**config.mk**
```make
export PLATFORM = sky130hd
export DESIGN_NAME = tdm_tx
export DESIGN_NICKNAME = d
export VERILOG_FILES = /design/src/rtl/tdm_tx_pkg.sv /design/src/rtl/tdm_tx_regs.sv /design/src/rtl/tdm_tx_clkgen.sv /design/src/rtl/tdm_tx_framer.sv /design/src/rtl/tdm_tx_serdata.sv /design/src/rtl/tdm_tx.sv
export SDC_FILE = /design/constraint.sdc
export NUM_CORES = 1
export LEC_CHECK = 0
export BUFFER_PORTS_ARGS = -buffer_cell sky130_fd_sc_hd__clkbuf_2
export CAP_MARGIN = 10
export CORE_MARGIN = 4
export CORE_UTILIZATION = 35
export DETAILED_ROUTE_END_ITERATION = 16
export PLACE_DENSITY = 0.56
export SYNTH_ARGS = -nofsm -noshare
export SYNTH_HDL_FRONTEND = slang
export SYNTH_SLANG_ARGS = --single-unit
export TNS_END_PERCENT = 20
```
**constraint.sdc**
```tcl
create_clock -name clk -period 5 [get_ports clk]
set_input_delay 0.75 -clock clk [delete_from_list [all_inputs] [get_ports clk]]
set_output_delay 0.75 -clock clk [all_outputs]
set_load 0.005 [all_outputs]
```
**src/rtl/tdm_tx_pkg.sv**
```systemverilog
package tdm_tx_pkg;

  localparam int unsigned WORD_W = 32;
  localparam int unsigned POS_W  = 6;

  typedef struct packed {
    logic [POS_W-1:0] bitc;
    logic [POS_W-1:0] slot;
  } pos_t;

  // slot width in bits from the 4-bit size code
  function automatic logic [POS_W-1:0] slot_bits(input logic [3:0] code);
    logic [POS_W-1:0] w;
    if (code < 4'd3) return POS_W'(8);
    w = {3'b000, code[3:1]} + POS_W'(1);
    return w << 2;
  endfunction

  // frame slot count, held to 2..32
  function automatic logic [POS_W-1:0] clamp_slots(input logic [8:0] f);
    if (f < 9'd2)  return POS_W'(2);
    if (f > 9'd32) return POS_W'(32);
    return f[POS_W-1:0];
  endfunction

  function automatic logic [WORD_W-1:0] rotr4(input logic [WORD_W-1:0] w,
                                             input logic [2:0] r);
    logic [2*WORD_W-1:0] d;
    d = {w, w} >> {r, 2'b00};
    return d[WORD_W-1:0];
  endfunction

  function automatic logic [WORD_W-1:0] fmt_word(input logic [WORD_W-1:0] w,
                                                input logic [2:0] rot,
                                                input logic [WORD_W-1:0] keep,
                                                input logic [1:0] pad,
                                                input logic [4:0] pidx);
    logic [WORD_W-1:0] r;
    logic pb;
    r  = rotr4(w, rot);
    pb = pad[1] ? r[pidx] : pad[0];
    return (r & keep) | (~keep & {WORD_W{pb}});
  endfunction

  function automatic logic pick_bit(input logic [WORD_W-1:0] w,
                                    input logic [POS_W-1:0] sb,
                                    input logic [POS_W-1:0] b,
                                    input logic msb);
    logic [POS_W-1:0] idx;
    idx = msb ? (sb - POS_W'(1) - b) : b;
    return w[idx[4:0]];
  endfunction

  function automatic pos_t adv(input pos_t p, input logic [POS_W-1:0] sb,
                               input logic [POS_W-1:0] ns);
    pos_t n;
    n = p;
    if (p.bitc + POS_W'(1) >= sb) begin
      n.bitc = '0;
      n.slot = (p.slot + POS_W'(1) >= ns) ? '0 : p.slot + POS_W'(1);
    end else begin
      n.bitc = p.bitc + POS_W'(1);
    end
    return n;
  endfunction

endpackage

```
**src/rtl/tdm_tx_regs.sv**
```systemverilog
module tdm_tx_regs
  import tdm_tx_pkg::*;
#(
  parameter int unsigned DIV_W = 5
) (
  input  logic              clk,
  input  logic              rst_n,
  input  logic              we,
  input  logic [2:0]        addr,
  input  logic [WORD_W-1:0] wdata,
  output logic [WORD_W-1:0] rdata,
  output logic [2:0]        f_rot,
  output logic [3:0]        f_ssz,
  output logic [4:0]        f_pidx,
  output logic [1:0]        f_pad,
  output logic              f_msb,
  output logic [1:0]        f_dly,
  output logic              fr_pol,
  output logic              fr_int,
  output logic              fr_wide,
  output logic [8:0]        fr_nslot,
  output logic [DIV_W-1:0]  ck_div,
  output logic              ck_int,
  output logic              ck_fall,
  output logic [WORD_W-1:0] keep,
  output logic [WORD_W-1:0] slot_en,
  output logic              g_bclk,
  output logic              g_ser,
  output logic              g_sm,
  output logic              g_fsg,
  output logic              buf_wr,
  output logic              undr_clr,
  input  logic              ready,
  input  logic              undr,
  input  logic [WORD_W-1:0] buf_q
);
  localparam logic [2:0] A_GCTL = 3'd0, A_FMT = 3'd1, A_FRM = 3'd2, A_CLK = 3'd3;
  localparam logic [2:0] A_KEEP = 3'd4, A_SLOT = 3'd5, A_BUF = 3'd6, A_STAT = 3'd7;

  logic [4:0]  gctl_req, gctl_eff;
  logic [17:0] fmt_q;
  logic [15:0] frm_q;
  logic [7:0]  clk_q;

  always_ff @(posedge clk or negedge rst_n) begin
    if (!rst_n) begin
      gctl_req <= '0;
      gctl_eff <= '0;
      fmt_q    <= '0;
      frm_q    <= '0;
      clk_q    <= '0;
      keep     <= '1;
      slot_en  <= '0;
    end else begin
      gctl_eff <= gctl_req;
      if (we) begin
        case (addr)
          A_GCTL: gctl_req <= wdata[12:8];
          A_FMT:  fmt_q    <= wdata[17:0];
          A_FRM:  frm_q    <= wdata[15:0];
          A_CLK:  clk_q    <= wdata[7:0];
          A_KEEP: keep     <= wdata;
          A_SLOT: slot_en  <= wdata;
          default: ;
        endcase
      end
    end
  end

  assign buf_wr   = we && (addr == A_BUF);
  assign undr_clr = we && (addr == A_STAT) && wdata[0];

  assign f_rot    = fmt_q[2:0];
  assign f_ssz    = fmt_q[7:4];
  assign f_pidx   = fmt_q[12:8];
  assign f_pad    = fmt_q[14:13];
  assign f_msb    = fmt_q[15];
  assign f_dly    = fmt_q[17:16];
  assign fr_pol   = frm_q[0];
  assign fr_int   = frm_q[1];
  assign fr_wide  = frm_q[4];
  assign fr_nslot = frm_q[15:7];
  assign ck_div   = clk_q[DIV_W-1:0];
  assign ck_int   = clk_q[5];
  assign ck_fall  = clk_q[7];
  assign g_bclk   = gctl_eff[0];
  assign g_ser    = gctl_eff[2];
  assign g_sm     = gctl_eff[3];
  assign g_fsg    = gctl_eff[4];

  always_comb begin
    case (addr)
      A_GCTL:  rdata = {19'b0, gctl_eff, 8'b0};
      A_FMT:   rdata = {14'b0, fmt_q};
      A_FRM:   rdata = {16'b0, frm_q};
      A_CLK:   rdata = {24'b0, clk_q};
      A_KEEP:  rdata = keep;
      A_SLOT:  rdata = slot_en;
      A_BUF:   rdata = buf_q;
      default: rdata = {27'b0, ready, 3'b0, undr};
    endcase
  end

endmodule

```
**src/rtl/tdm_tx_clkgen.sv**
```systemverilog
module tdm_tx_clkgen #(
  parameter int unsigned DIV_W       = 5,
  parameter int unsigned SYNC_STAGES = 2
) (
  input  logic             clk,
  input  logic             rst_n,
  input  logic             run,
  input  logic             int_src,
  input  logic             fall,
  input  logic [DIV_W-1:0] div,
  input  logic             ext_bclk,
  output logic             stp
);
  logic [SYNC_STAGES-1:0] sync_q;
  logic                   prev_q;
  logic [DIV_W-1:0]       cnt_q;
  logic                   tick, edge_hit, sync_lvl;

  assign sync_lvl = sync_q[SYNC_STAGES-1];

  generate
    if (SYNC_STAGES == 1) begin : g_sync1
      always_ff @(posedge clk or negedge rst_n)
        if (!rst_n) sync_q <= '0;
        else        sync_q <= ext_bclk;
    end else begin : g_syncn
      always_ff @(posedge clk or negedge rst_n)
        if (!rst_n) sync_q <= '0;
        else        sync_q <= {sync_q[SYNC_STAGES-2:0], ext_bclk};
    end
  endgenerate

  always_ff @(posedge clk or negedge rst_n) begin
    if (!rst_n) begin
      prev_q <= 1'b0;
      cnt_q  <= '0;
    end else begin
      prev_q <= sync_lvl;
      if (!run || !int_src || tick) cnt_q <= '0;
      else                          cnt_q <= cnt_q + DIV_W'(1);
    end
  end

  assign tick     = cnt_q >= div;
  assign edge_hit = fall ? (prev_q && !sync_lvl) : (!prev_q && sync_lvl);
  assign stp      = run && (int_src ? tick : edge_hit);

endmodule

```
**src/rtl/tdm_tx_framer.sv**
```systemverilog
module tdm_tx_framer
  import tdm_tx_pkg::*;
(
  input  logic             clk,
  input  logic             rst_n,
  input  logic             stp,
  input  logic             run,
  input  logic             fs_on,
  input  logic             fs_int,
  input  logic             pol,
  input  logic             wide,
  input  logic [POS_W-1:0] sbits,
  input  logic [POS_W-1:0] nslots,
  input  logic [1:0]       dly,
  output logic             fs_o,
  output logic             slot_start,
  output logic [4:0]       dslot,
  output logic [POS_W-1:0] dbit
);
  pos_t fpos, dpos, dinit;
  logic [1:0] dl;
  logic fs_act;

  always_comb begin
    dl = (dly == 2'd3) ? 2'd2 : dly;
    if (dl == 2'd0) begin
      dinit = '0;
    end else begin
      dinit.bitc = sbits - {{(POS_W-2){1'b0}}, dl};
      dinit.slot = nslots - POS_W'(1);
    end
  end

  assign fs_act = (fpos.slot == '0) && (wide || (fpos.bitc == '0));

  always_ff @(posedge clk or negedge rst_n) begin
    if (!rst_n) begin
      fpos <= '0;
      dpos <= '0;
      fs_o <= 1'b0;
    end else begin
      if (!run) begin
        fpos <= '0;
        dpos <= dinit;
      end else if (stp) begin
        fpos <= adv(fpos, sbits, nslots);
        dpos <= adv(dpos, sbits, nslots);
      end
      if (!fs_int)              fs_o <= 1'b0;
      else if (!(fs_on && run)) fs_o <= pol;
      else if (stp)             fs_o <= pol ^ fs_act;
    end
  end

  assign slot_start = stp && run && (dpos.bitc == '0);
  assign dslot      = dpos.slot[4:0];
  assign dbit       = dpos.bitc;


  fs_idle_chk: assert property (@(posedge clk) disable iff (!rst_n)
    (fs_int && !fs_on) |=> (fs_o == $past(pol)));


  fs_ext_chk: assert property (@(posedge clk) disable iff (!rst_n)
    !fs_int |=> !fs_o);

endmodule

```
**src/rtl/tdm_tx_serdata.sv**
```systemverilog
module tdm_tx_serdata
  import tdm_tx_pkg::*;
(
  input  logic              clk,
  input  logic              rst_n,
  input  logic              ser_en,
  input  logic              run,
  input  logic              stp,
  input  logic              slot_start,
  input  logic [4:0]        dslot,
  input  logic [POS_W-1:0]  dbit,
  input  logic [WORD_W-1:0] slot_en,
  input  logic [WORD_W-1:0] keep,
  input  logic [2:0]        rot,
  input  logic [1:0]        pad,
  input  logic [4:0]        pidx,
  input  logic              msb,
  input  logic [POS_W-1:0]  sbits,
  input  logic              buf_wr,
  input  logic [WORD_W-1:0] buf_wdata,
  input  logic              undr_clr,
  output logic [WORD_W-1:0] buf_q,
  output logic              ready,
  output logic              undr,
  output logic              ser_o
);
  logic              full, act, en_now, nbit;
  logic [WORD_W-1:0] cur, nword;

  assign en_now = slot_en[dslot];
  assign nword  = (en_now && full) ? fmt_word(buf_q, rot, keep, pad, pidx) : '0;
  assign nbit   = slot_start ? (en_now && pick_bit(nword, sbits, '0, msb))
                             : (act && pick_bit(cur, sbits, dbit, msb));
  assign ready  = ser_en && !full;

  always_ff @(posedge clk or negedge rst_n) begin
    if (!rst_n) begin
      buf_q <= '0;
      full  <= 1'b0;
      undr  <= 1'b0;
      cur   <= '0;
      act   <= 1'b0;
      ser_o <= 1'b0;
    end else begin
      if (buf_wr) buf_q <= buf_wdata;
      if (!ser_en)                    full <= 1'b0;
      else if (buf_wr)                full <= 1'b1;
      else if (slot_start && en_now)  full <= 1'b0;
      if (slot_start && en_now && !full) undr <= 1'b1;
      else if (undr_clr)                 undr <= 1'b0;
      if (!run) begin
        act <= 1'b0;
        cur <= '0;
      end else if (slot_start) begin
        act <= en_now;
        cur <= nword;
      end
      if (!ser_en || !run) ser_o <= 1'b0;
      else if (stp)        ser_o <= nbit;
    end
  end


  inact_zero_chk: assert property (@(posedge clk) disable iff (!rst_n)
    (slot_start && !en_now) |=> !ser_o);


  undr_cause_chk: assert property (@(posedge clk) disable iff (!rst_n)
    $rose(undr) |-> $past(slot_start && en_now && !full));


  wr_busy_chk: assert property (@(posedge clk) disable iff (!rst_n)
    (buf_wr && ser_en) |=> !ready);

endmodule

```
**src/rtl/tdm_tx.sv**
```systemverilog
module tdm_tx
  import tdm_tx_pkg::*;
#(
  parameter int unsigned DIV_W       = 5,
  parameter int unsigned SYNC_STAGES = 2
) (
  input  logic        clk,
  input  logic        rst_n,
  input  logic        cfg_we,
  input  logic [2:0]  cfg_addr,
  input  logic [31:0] cfg_wdata,
  output logic [31:0] cfg_rdata,
  input  logic        ext_bclk,
  output logic        ser_o,
  output logic        fs_o
);
  logic [2:0]        f_rot;
  logic [3:0]        f_ssz;
  logic [4:0]        f_pidx;
  logic [1:0]        f_pad, f_dly;
  logic              f_msb, fr_pol, fr_int, fr_wide, ck_int, ck_fall;
  logic [8:0]        fr_nslot;
  logic [DIV_W-1:0]  ck_div;
  logic [WORD_W-1:0] keep, slot_en, buf_q;
  logic              g_bclk, g_ser, g_sm, g_fsg, buf_wr, undr_clr, ready, undr;
  logic              stp, slot_start;
  logic [4:0]        dslot;
  logic [POS_W-1:0]  dbit, sbits, nslots;

  assign sbits  = slot_bits(f_ssz);
  assign nslots = clamp_slots(fr_nslot);

  tdm_tx_regs #(.DIV_W(DIV_W)) u_regs (
    .clk(clk), .rst_n(rst_n), .we(cfg_we), .addr(cfg_addr), .wdata(cfg_wdata),
    .rdata(cfg_rdata), .f_rot(f_rot), .f_ssz(f_ssz), .f_pidx(f_pidx), .f_pad(f_pad),
    .f_msb(f_msb), .f_dly(f_dly), .fr_pol(fr_pol), .fr_int(fr_int), .fr_wide(fr_wide),
    .fr_nslot(fr_nslot), .ck_div(ck_div), .ck_int(ck_int), .ck_fall(ck_fall),
    .keep(keep), .slot_en(slot_en), .g_bclk(g_bclk), .g_ser(g_ser), .g_sm(g_sm),
    .g_fsg(g_fsg), .buf_wr(buf_wr), .undr_clr(undr_clr), .ready(ready), .undr(undr),
    .buf_q(buf_q)
  );

  tdm_tx_clkgen #(.DIV_W(DIV_W), .SYNC_STAGES(SYNC_STAGES)) u_clk (
    .clk(clk), .rst_n(rst_n), .run(g_bclk), .int_src(ck_int), .fall(ck_fall),
    .div(ck_div), .ext_bclk(ext_bclk), .stp(stp)
  );

  tdm_tx_framer u_frm (
    .clk(clk), .rst_n(rst_n), .stp(stp), .run(g_sm), .fs_on(g_fsg), .fs_int(fr_int),
    .pol(fr_pol), .wide(fr_wide), .sbits(sbits), .nslots(nslots), .dly(f_dly),
    .fs_o(fs_o), .slot_start(slot_start), .dslot(dslot), .dbit(dbit)
  );

  tdm_tx_serdata u_ser (
    .clk(clk), .rst_n(rst_n), .ser_en(g_ser), .run(g_sm), .stp(stp),
    .slot_start(slot_start), .dslot(dslot), .dbit(dbit), .slot_en(slot_en),
    .keep(keep), .rot(f_rot), .pad(f_pad), .pidx(f_pidx), .msb(f_msb), .sbits(sbits),
    .buf_wr(buf_wr), .buf_wdata(cfg_wdata), .undr_clr(undr_clr), .buf_q(buf_q),
    .ready(ready), .undr(undr), .ser_o(ser_o)
  );


  ser_gate_chk: assert property (@(posedge clk) disable iff (!rst_n)
    !g_ser |=> !ser_o);

endmodule

```
== Word-level counts from Yosys, hierarchy flattened ==
Cells that the tools add are included.

* Register bits after elaboration: 217
* Logic and storage cells: 158

* Add/sub/neg operators: 10
* Order comparisons: 12
* Eq/ne operators: 14
* Shifts and indexed selects: 1
* Mux-type cells: 53
* Bitwise gates (word level): 5
* Reductions and logical operators: 42

{| class="wikitable"
|+ Operator list
! kind !! number
|-
| 32-bit one-hot mux with 7 select lines || 1
|-
| 32-bit 2-to-1 mux || 3
|-
| 6-bit 2-to-1 mux || 12
|-
| 32-bit bitwise AND || 2
|-
| 64-bit by 5-bit >> shifter with 32-bit output || 1
|-
| 12-bit 2-to-1 mux || 5
|-
| 32-bit inverter || 1
|-
| 32-bit bitwise OR || 1
|-
| 6-bit by 1-bit adder with 6-bit output, second input constant || 4
|-
| 6-bit >= comparator || 4
|-
| 5-bit by 6-bit < comparator with 1-bit output, second input constant || 4
|-
| 1-bit 2-to-1 mux || 24
|-
| 1-bit binary-select mux with 5-bit select || 4
|-
| 6-bit logical NOT || 3
|-
| 1-bit logical AND || 16
|-
| 2-bit AND reduction || 8
|-
| 5-bit 2-to-1 mux || 3
|-
| 3-bit == test, second input constant || 4
|-
| 9-bit by 6-bit > comparator with 1-bit output, second input constant || 1
|-
| 9-bit by 2-bit < comparator with 1-bit output, second input constant || 1
|-
| 2-bit by 1-bit inequality test with 1-bit output, second input constant || 4
|-
| 1-bit logical NOT || 7
|-
| 3-bit by 2-bit == test with 1-bit output, second input constant || 2
|-
| 3-bit by 2-bit inequality test with 1-bit output, second input constant || 2
|-
| other kinds (16) || 20
|}

== Longest topological paths before layout ==
* Depth in word-level cells: 13
* Gate-level depth with buffers: 14
* Gate-level depth less buffers: 13

== Hierarchy ==
A second synthesis with hierarchy kept.

* Cell total of the unflattened synthesis: 1380
* Area, all modules: 14811.7 um^2

{| class="wikitable"
|+ By module, submodules not included
! module !! times used !! cells an instance !! area an instance (um^2) !! seq. area each (um^2)
|-
| tdm_tx_serdata || 1 || 586 || 6045.8 || 1701.6
|-
| tdm_tx_regs || 1 || 456 || 5819.3 || 2942.8
|-
| tdm_tx_framer || 1 || 277 || 2383.5 || 625.6
|-
| tdm_tx_clkgen || 1 || 41 || 436.7 || 200.2
|-
| tdm_tx || 1 || 20 || 126.4 || 0.0
|}

== Worst setup path before layout ==
No wires, ideal clock.

* Path type: register to register
* Start: reg u_regs.frm_q[14]
* End: reg u_frm.fpos[2] in the netlist's numbering
* Arrival: 3.451 ns
* Data required time: 4.921 ns
* Slack: 1.469 ns
* Cell stages (with the launch flop): 13
* Path buffers: 0
* Clock period less this slack: 3.531 ns
* Cell sequence: dfrtp_1 nor4_1 nand3_1 inv_1 ha_1 nand2b_1 a21o_1 a21o_1 a21o_1 a21o_1 a2111oi_1 a21oi_1 mux2i_1

* Longest elaborated chain between the ends: 10
* Elaborated cells between the ends (all ways): 13
* Classes of those cells: order compare (3); mux (10)

{| class="wikitable"
|+ RTL lines
! element !! RTL line !! source
|-
| from (decl) || tdm_tx_regs.sv:42 || <nowiki>logic [15:0] frm_q;</nowiki>
|-
| from (signal assigned) || tdm_tx_regs.sv:60 || <nowiki>A_FRM: frm_q <= wdata[15:0];</nowiki>
|-
| 9-bit by 6-bit > comparator with 1-bit output || tdm_tx_pkg.sv:22 || <nowiki>if (f > 9'd32) return POS_W'(32);</nowiki>
|-
| 1-bit 2-to-1 mux (2 in series) || tdm_tx_pkg.sv:22 ||
|-
| 6-bit 2-to-1 mux || tdm_tx_pkg.sv:23 || <nowiki>return f[POS_W-1:0];</nowiki>
|-
| 6-bit 2-to-1 mux (*) || tdm_tx_pkg.sv:22 ||
|-
| 6-bit >= comparator (*) || tdm_tx_pkg.sv:60 || <nowiki>n.slot = (p.slot + POS_W'(1) >= ns) ? '0 : p.slot + POS_W'(1);</nowiki>
|-
| 6-bit 2-to-1 mux (*) || tdm_tx_pkg.sv:60 ||
|-
| 6-bit 2-to-1 mux (*) || tdm_tx_pkg.sv:58 || <nowiki>if (p.bitc + POS_W'(1) >= sb) begin</nowiki>
|-
| 12-bit 2-to-1 mux (*) || tdm_tx_framer.sv:45 || <nowiki>end else if (stp) begin</nowiki>
|-
| 12-bit 2-to-1 mux (*) || tdm_tx_framer.sv:42 || <nowiki>if (!run) begin</nowiki>
|-
| to (signal assigned) || tdm_tx_framer.sv:46 || <nowiki>fpos <= adv(fpos, sbits, nslots);</nowiki>
|-
| to (decl) || tdm_tx_framer.sv:20 || <nowiki>pos_t fpos, dpos, dinit;</nowiki>
|}

Mark *: on every way between the ends. The rest lies on a longest branch, timed or not. The select of a mux whose other input is x is not followed.
A chain may end at the register's enable or synchronous reset.

== Worst setup path in the final report ==
* Start: reg u_regs.fmt_q[5]
* End: reg u_ser.ser_o

* Longest elaborated chain between the ends: 12
* Elaborated cells between the ends (all ways): 17
* Classes of those cells: add/sub (3); order compare (1); mux (11); reduce/logical (2)

{| class="wikitable"
|+ RTL lines
! element !! RTL line !! source
|-
| from (decl) || tdm_tx_regs.sv:41 || <nowiki>logic [17:0] fmt_q;</nowiki>
|-
| from (signal assigned) || tdm_tx_regs.sv:59 || <nowiki>A_FMT: fmt_q <= wdata[17:0];</nowiki>
|-
| 4-bit by 2-bit < comparator with 1-bit output || tdm_tx_pkg.sv:14 || <nowiki>if (code < 4'd3) return POS_W'(8);</nowiki>
|-
| 1-bit 2-to-1 mux || tdm_tx_pkg.sv:14 ||
|-
| 6-bit 2-to-1 mux (*) || tdm_tx_pkg.sv:15 || <nowiki>w = {3'b000, code[3:1]} + POS_W'(1);</nowiki>
|-
| 5-bit by 1-bit subtractor with 5-bit output (*) || tdm_tx_pkg.sv:50 || <nowiki>idx = msb ? (sb - POS_W'(1) - b) : b;</nowiki>
|-
| 5-bit subtractor || tdm_tx_pkg.sv:50 ||
|-
| 5-bit 2-to-1 mux || tdm_tx_pkg.sv:50 ||
|-
| 1-bit binary-select mux with 5-bit select || tdm_tx_pkg.sv:51 || <nowiki>return w[idx[4:0]];</nowiki>
|-
| 1-bit 2-to-1 mux (not written as such) || tdm_tx_pkg.sv:51 ||
|-
| 1-bit logical AND || tdm_tx_serdata.sv:33 || <nowiki>: (act && pick_bit(cur, sbits, dbit, msb));</nowiki>
|-
| 1-bit 2-to-1 mux (*) || tdm_tx_serdata.sv:32 || <nowiki>assign nbit = slot_start ? (en_now && pick_bit(nword, sbits, '0, msb))</nowiki>
|-
| 1-bit 2-to-1 mux (*) || tdm_tx_serdata.sv:59 || <nowiki>else if (stp) ser_o <= nbit;</nowiki>
|-
| 1-bit 2-to-1 mux (*) || tdm_tx_serdata.sv:58 || <nowiki>if (!ser_en || !run) ser_o <= 1'b0;</nowiki>
|-
| to (signal assigned) || tdm_tx_serdata.sv:59 ||
|-
| to (decl) || tdm_tx_serdata.sv:25 || <nowiki>output logic ser_o</nowiki>
|}

Marks and branches as above.

==> flow_summary_export.csv <==
group,metric,value,unit
yosys,synth_edf_count,0,
routing,drc,0,
yosys,synth_top_area_share,34.5,%
worst_hold_path,hold_path_class,"in2async",
place,port_buffers,72,
grt,grt_pass1_wl,63600,um
pwr,total_power,0.00742,W
grt,grt_pass1_vias,10200,
cts,cts_max_path_buffers,3,
timing,rsz0062_at_grt,"no",
finish,final_cell_mix,"dfrtp_1, mux2_2, nand2_1, nor2_1, clkbuf_2",
die,fp-row-count,71,
cts,cts_made_buffers,24,
grt,antenna_found_initial,1,
yosys,synth_area_leaders,"dfrtp_1, mux2_2, mux4_2",
routing,post_drt_wl_per_cell,23.1,um
pwr,combPwrFrac,36.7,%
routing,dr.pass1.iters,5,
finish,multiInputGateArea,0.00748,sq mm
routing,viasPerCell,5.71,
timing,drv_slew,0,
yosys,yosys_warnings,0,
die,die_w,204,um
timing,fmax,261,MHz
critical_path,critPathLaunchType,"flop",
pwr,pwr-share-clk,25.9,%
timing,timing.setup.tns,0,ps
pwr,vdd_ir_drop_max,0.317,mV
pwr,p_int,0.00460,W
routing,dr.first_iter.drc_count,693,
finish,drive_gt1_share,32.6,%
die,start_util,35.6,%
cts,clock-root-buffer,"clkbuf_16",
critical_path,arrival,4290,ps
timing,setup_viol,0,
finish,diodes,0,
die,die-area,0.0416,sq mm
yosys,yosys_register_bits,217,
cts,path_clk_slew,70,ps
cts,cts_tree,"built",
place,dpl.hpwl,30200,um
die,design.core.area,0.0378,sq mm
yosys,yosysTopAreaCell,"dfrtp_1",
cts,htree_levels,1,
routing,ant_nets,0,
finish,syn_to_final_growth,12.7,%
pwr,switchingPower,0.00281,W
grt,track_usage,19.8,%
finish,nFillCells,3687,
routing,finalWirelength,41000,um
die,die_h,204,um
timing,min_period_over_period,76.6,%
finish,final_core_util,40.1,%
cts,hold_buffers,0,
grt,overflow,0,
routing,vias,10100,
cts,clkLatencyLatePin,550,ps
critical_path,path_class,"reg2reg",
critical_path,critical_path_required,5460,ps
yosys,async_flop_share,100,%
yosys,ys_seq_area_share,40.7,%
pwr,p_leak,6.45,nW
timing,hold_violations,0,
pwr,power.density,490,mW/mm^2
yosys,syn_area_per_cell,11.2,sq um
yosys,syn_area,0.0134,sq mm
critical_path,crit_fanout,11,
yosys,syn_inst,1200,
cts,cts_setup_buffers,0,
timing,fin_ws,1170,ps
timing,tightest_slew,1120,ps
yosys,synth_cell_types,67,
yosys,syn_nets,1279,
timing,fin_skew,16.9,ps
cts,cts_resized,0,
flow_run,cap_violations,0,
finish,layout_commonest_cell,"dfrtp_1",
finish,num-nets-final,1323,
cts,cts_num_sinks,217,
yosys,synth-main-ff-cell,"dfrtp_1",
die,pin_count,73,
place,place_ws,1180,ps
critical_path,endpoint_kind,"flop",
timing,slew-limit-headroom,25.2,%
run_status,status,"finished, final reports clean",
pwr,swShare,37.9,%
finish,seqCellArea,0.00547,sq mm
timing,fin_crit,3830,ps
pwr,seqPwrFrac,37.4,%
place,globalplace.congestion,0.947,
grt,grt_max_degree,111,
==> state kept, by name, indices dropped and copies added, names as in the netlist, 6 cells and up <==
| signal | flops |
|---|---|
| u_regs.fmt_q | 18 |
| u_ser.cur | 32 |
| u_regs.frm_q | 16 |
| u_regs.clk_q | 8 |
| u_frm.fpos | 12 |
| u_frm.dbit | 6 |
| u_regs.slot_en | 32 |
| u_ser.buf_q | 32 |
| u_regs.keep | 32 |
==> final timing paths <==
check,start,to,slack [ps],depth (start not counted)
hold reg to reg,u_clk.sync_q[0],u_clk.sync_q[1],350,0
setup reg to reg,u_regs.fmt_q[5],u_ser.ser_o,1170,13
hold / removal,rst_n,u_regs.clk_q[1],260,1
setup / recovery,u_regs.fmt_q[5],u_ser.ser_o,1170,13
min in group clk,ext_bclk,u_clk.sync_q[0],320,1
max in group asynchronous,rst_n,u_regs.keep[6],3650,2
==> cell usage after synthesis, types with 7 or more instances <==
| master | count |
|---|---|
| and3_1 | 9 |
| mux4_2 | 51 |
| mux2_2 | 176 |
| ha_1 | 40 |
| clkbuf_1 | 46 |
| a21o_1 | 9 |
| a21oi_1 | 42 |
| buf_1 | 15 |
| nand2_1 | 90 |
| o21ai_0 | 35 |
| buf_2 | 8 |
| xor2_1 | 10 |
| dfstp_2 | 32 |
| nor2b_1 | 7 |
| dfrtp_1 | 185 |
| buf_6 | 7 |
| a22o_1 | 35 |
| nand3_1 | 31 |
| nor2_1 | 77 |
| a31oi_1 | 15 |
| o21ai_1 | 29 |
| mux2i_1 | 69 |
| xnor2_1 | 16 |
| nor3_1 | 7 |
| a221oi_1 | 12 |
| nand2b_1 | 17 |
| inv_1 | 28 |
| nand3b_1 | 9 |
| o211ai_1 | 11 |
==> critical path, stage by stage, from the launching register on <==
cell     delay (ps)
dfrtp_1         520
ha_1            410
xnor2_1         150
o22ai_1         170
buf_4           210
ha_1            260
or3_1           310
a31oi_1         570
mux2i_1         250
mux2i_1         180
mux2i_1         110
o31a_1          280
a31o_1          220
a21oi_1         110
==> cell type report <==
type	instances	area share (%)
Multi-Input combinational cell	874	49.5
Sequential cell	217	36.2
Clock buffer	33	4.73
Tap cell	511	4.22
Timing Repair Buffer	97	3.77
Clock inverter	11	0.909
Inverter	30	0.744
==> cell families after synthesis <==
logic type	after synthesis	synth area share, %
adders and majority gates	40	3.73
xor gates and xnor gates	27	1.82
muxes	300	28.8
AOI/OAI and AO/OA	241	12.2
and+or+nand+nor	266	9.11
buffers and inverters	109	3.60
DFF	217	40.7
==> power groups by stage <==
stage                     combinational (W)  sequential (W)  clock [W]
after floorplan                     0.00216         0.00240          0
after global placement              0.00265         0.00279          0
after detailed placement            0.00269         0.00279          0
after CTS                           0.00271         0.00276    0.00196
after global routing                0.00300         0.00282    0.00202
final                               0.00272         0.00277    0.00192
==> layer usage <==
layer / track usage, % / wire length [um] / up-vias
met5: 0 / 13 / -
met4: 7.59 / 1580 / 2
met3: 4.46 / 2680 / 72
met2: 30.6 / 18600 / 326
met1: 27.1 / 18100 / 5165
li1: - / - / 4567
==> metrics by stage <==
| stage | hold slack, ps | instance area (sq um) | instances |
|---|---|---|---|
| floorplan | 331 | 13400 | 1200 |
| global placement | 338 | 14300 | 1729 |
| detailed placement | 340 | 14300 | 1729 |
| CTS | 300 | 15100 | 1773 |
| global route | 315 | 15100 | 1773 |
| finish | 257 | 15100 | 1773 |
Power figures use the tool's default switching activity.
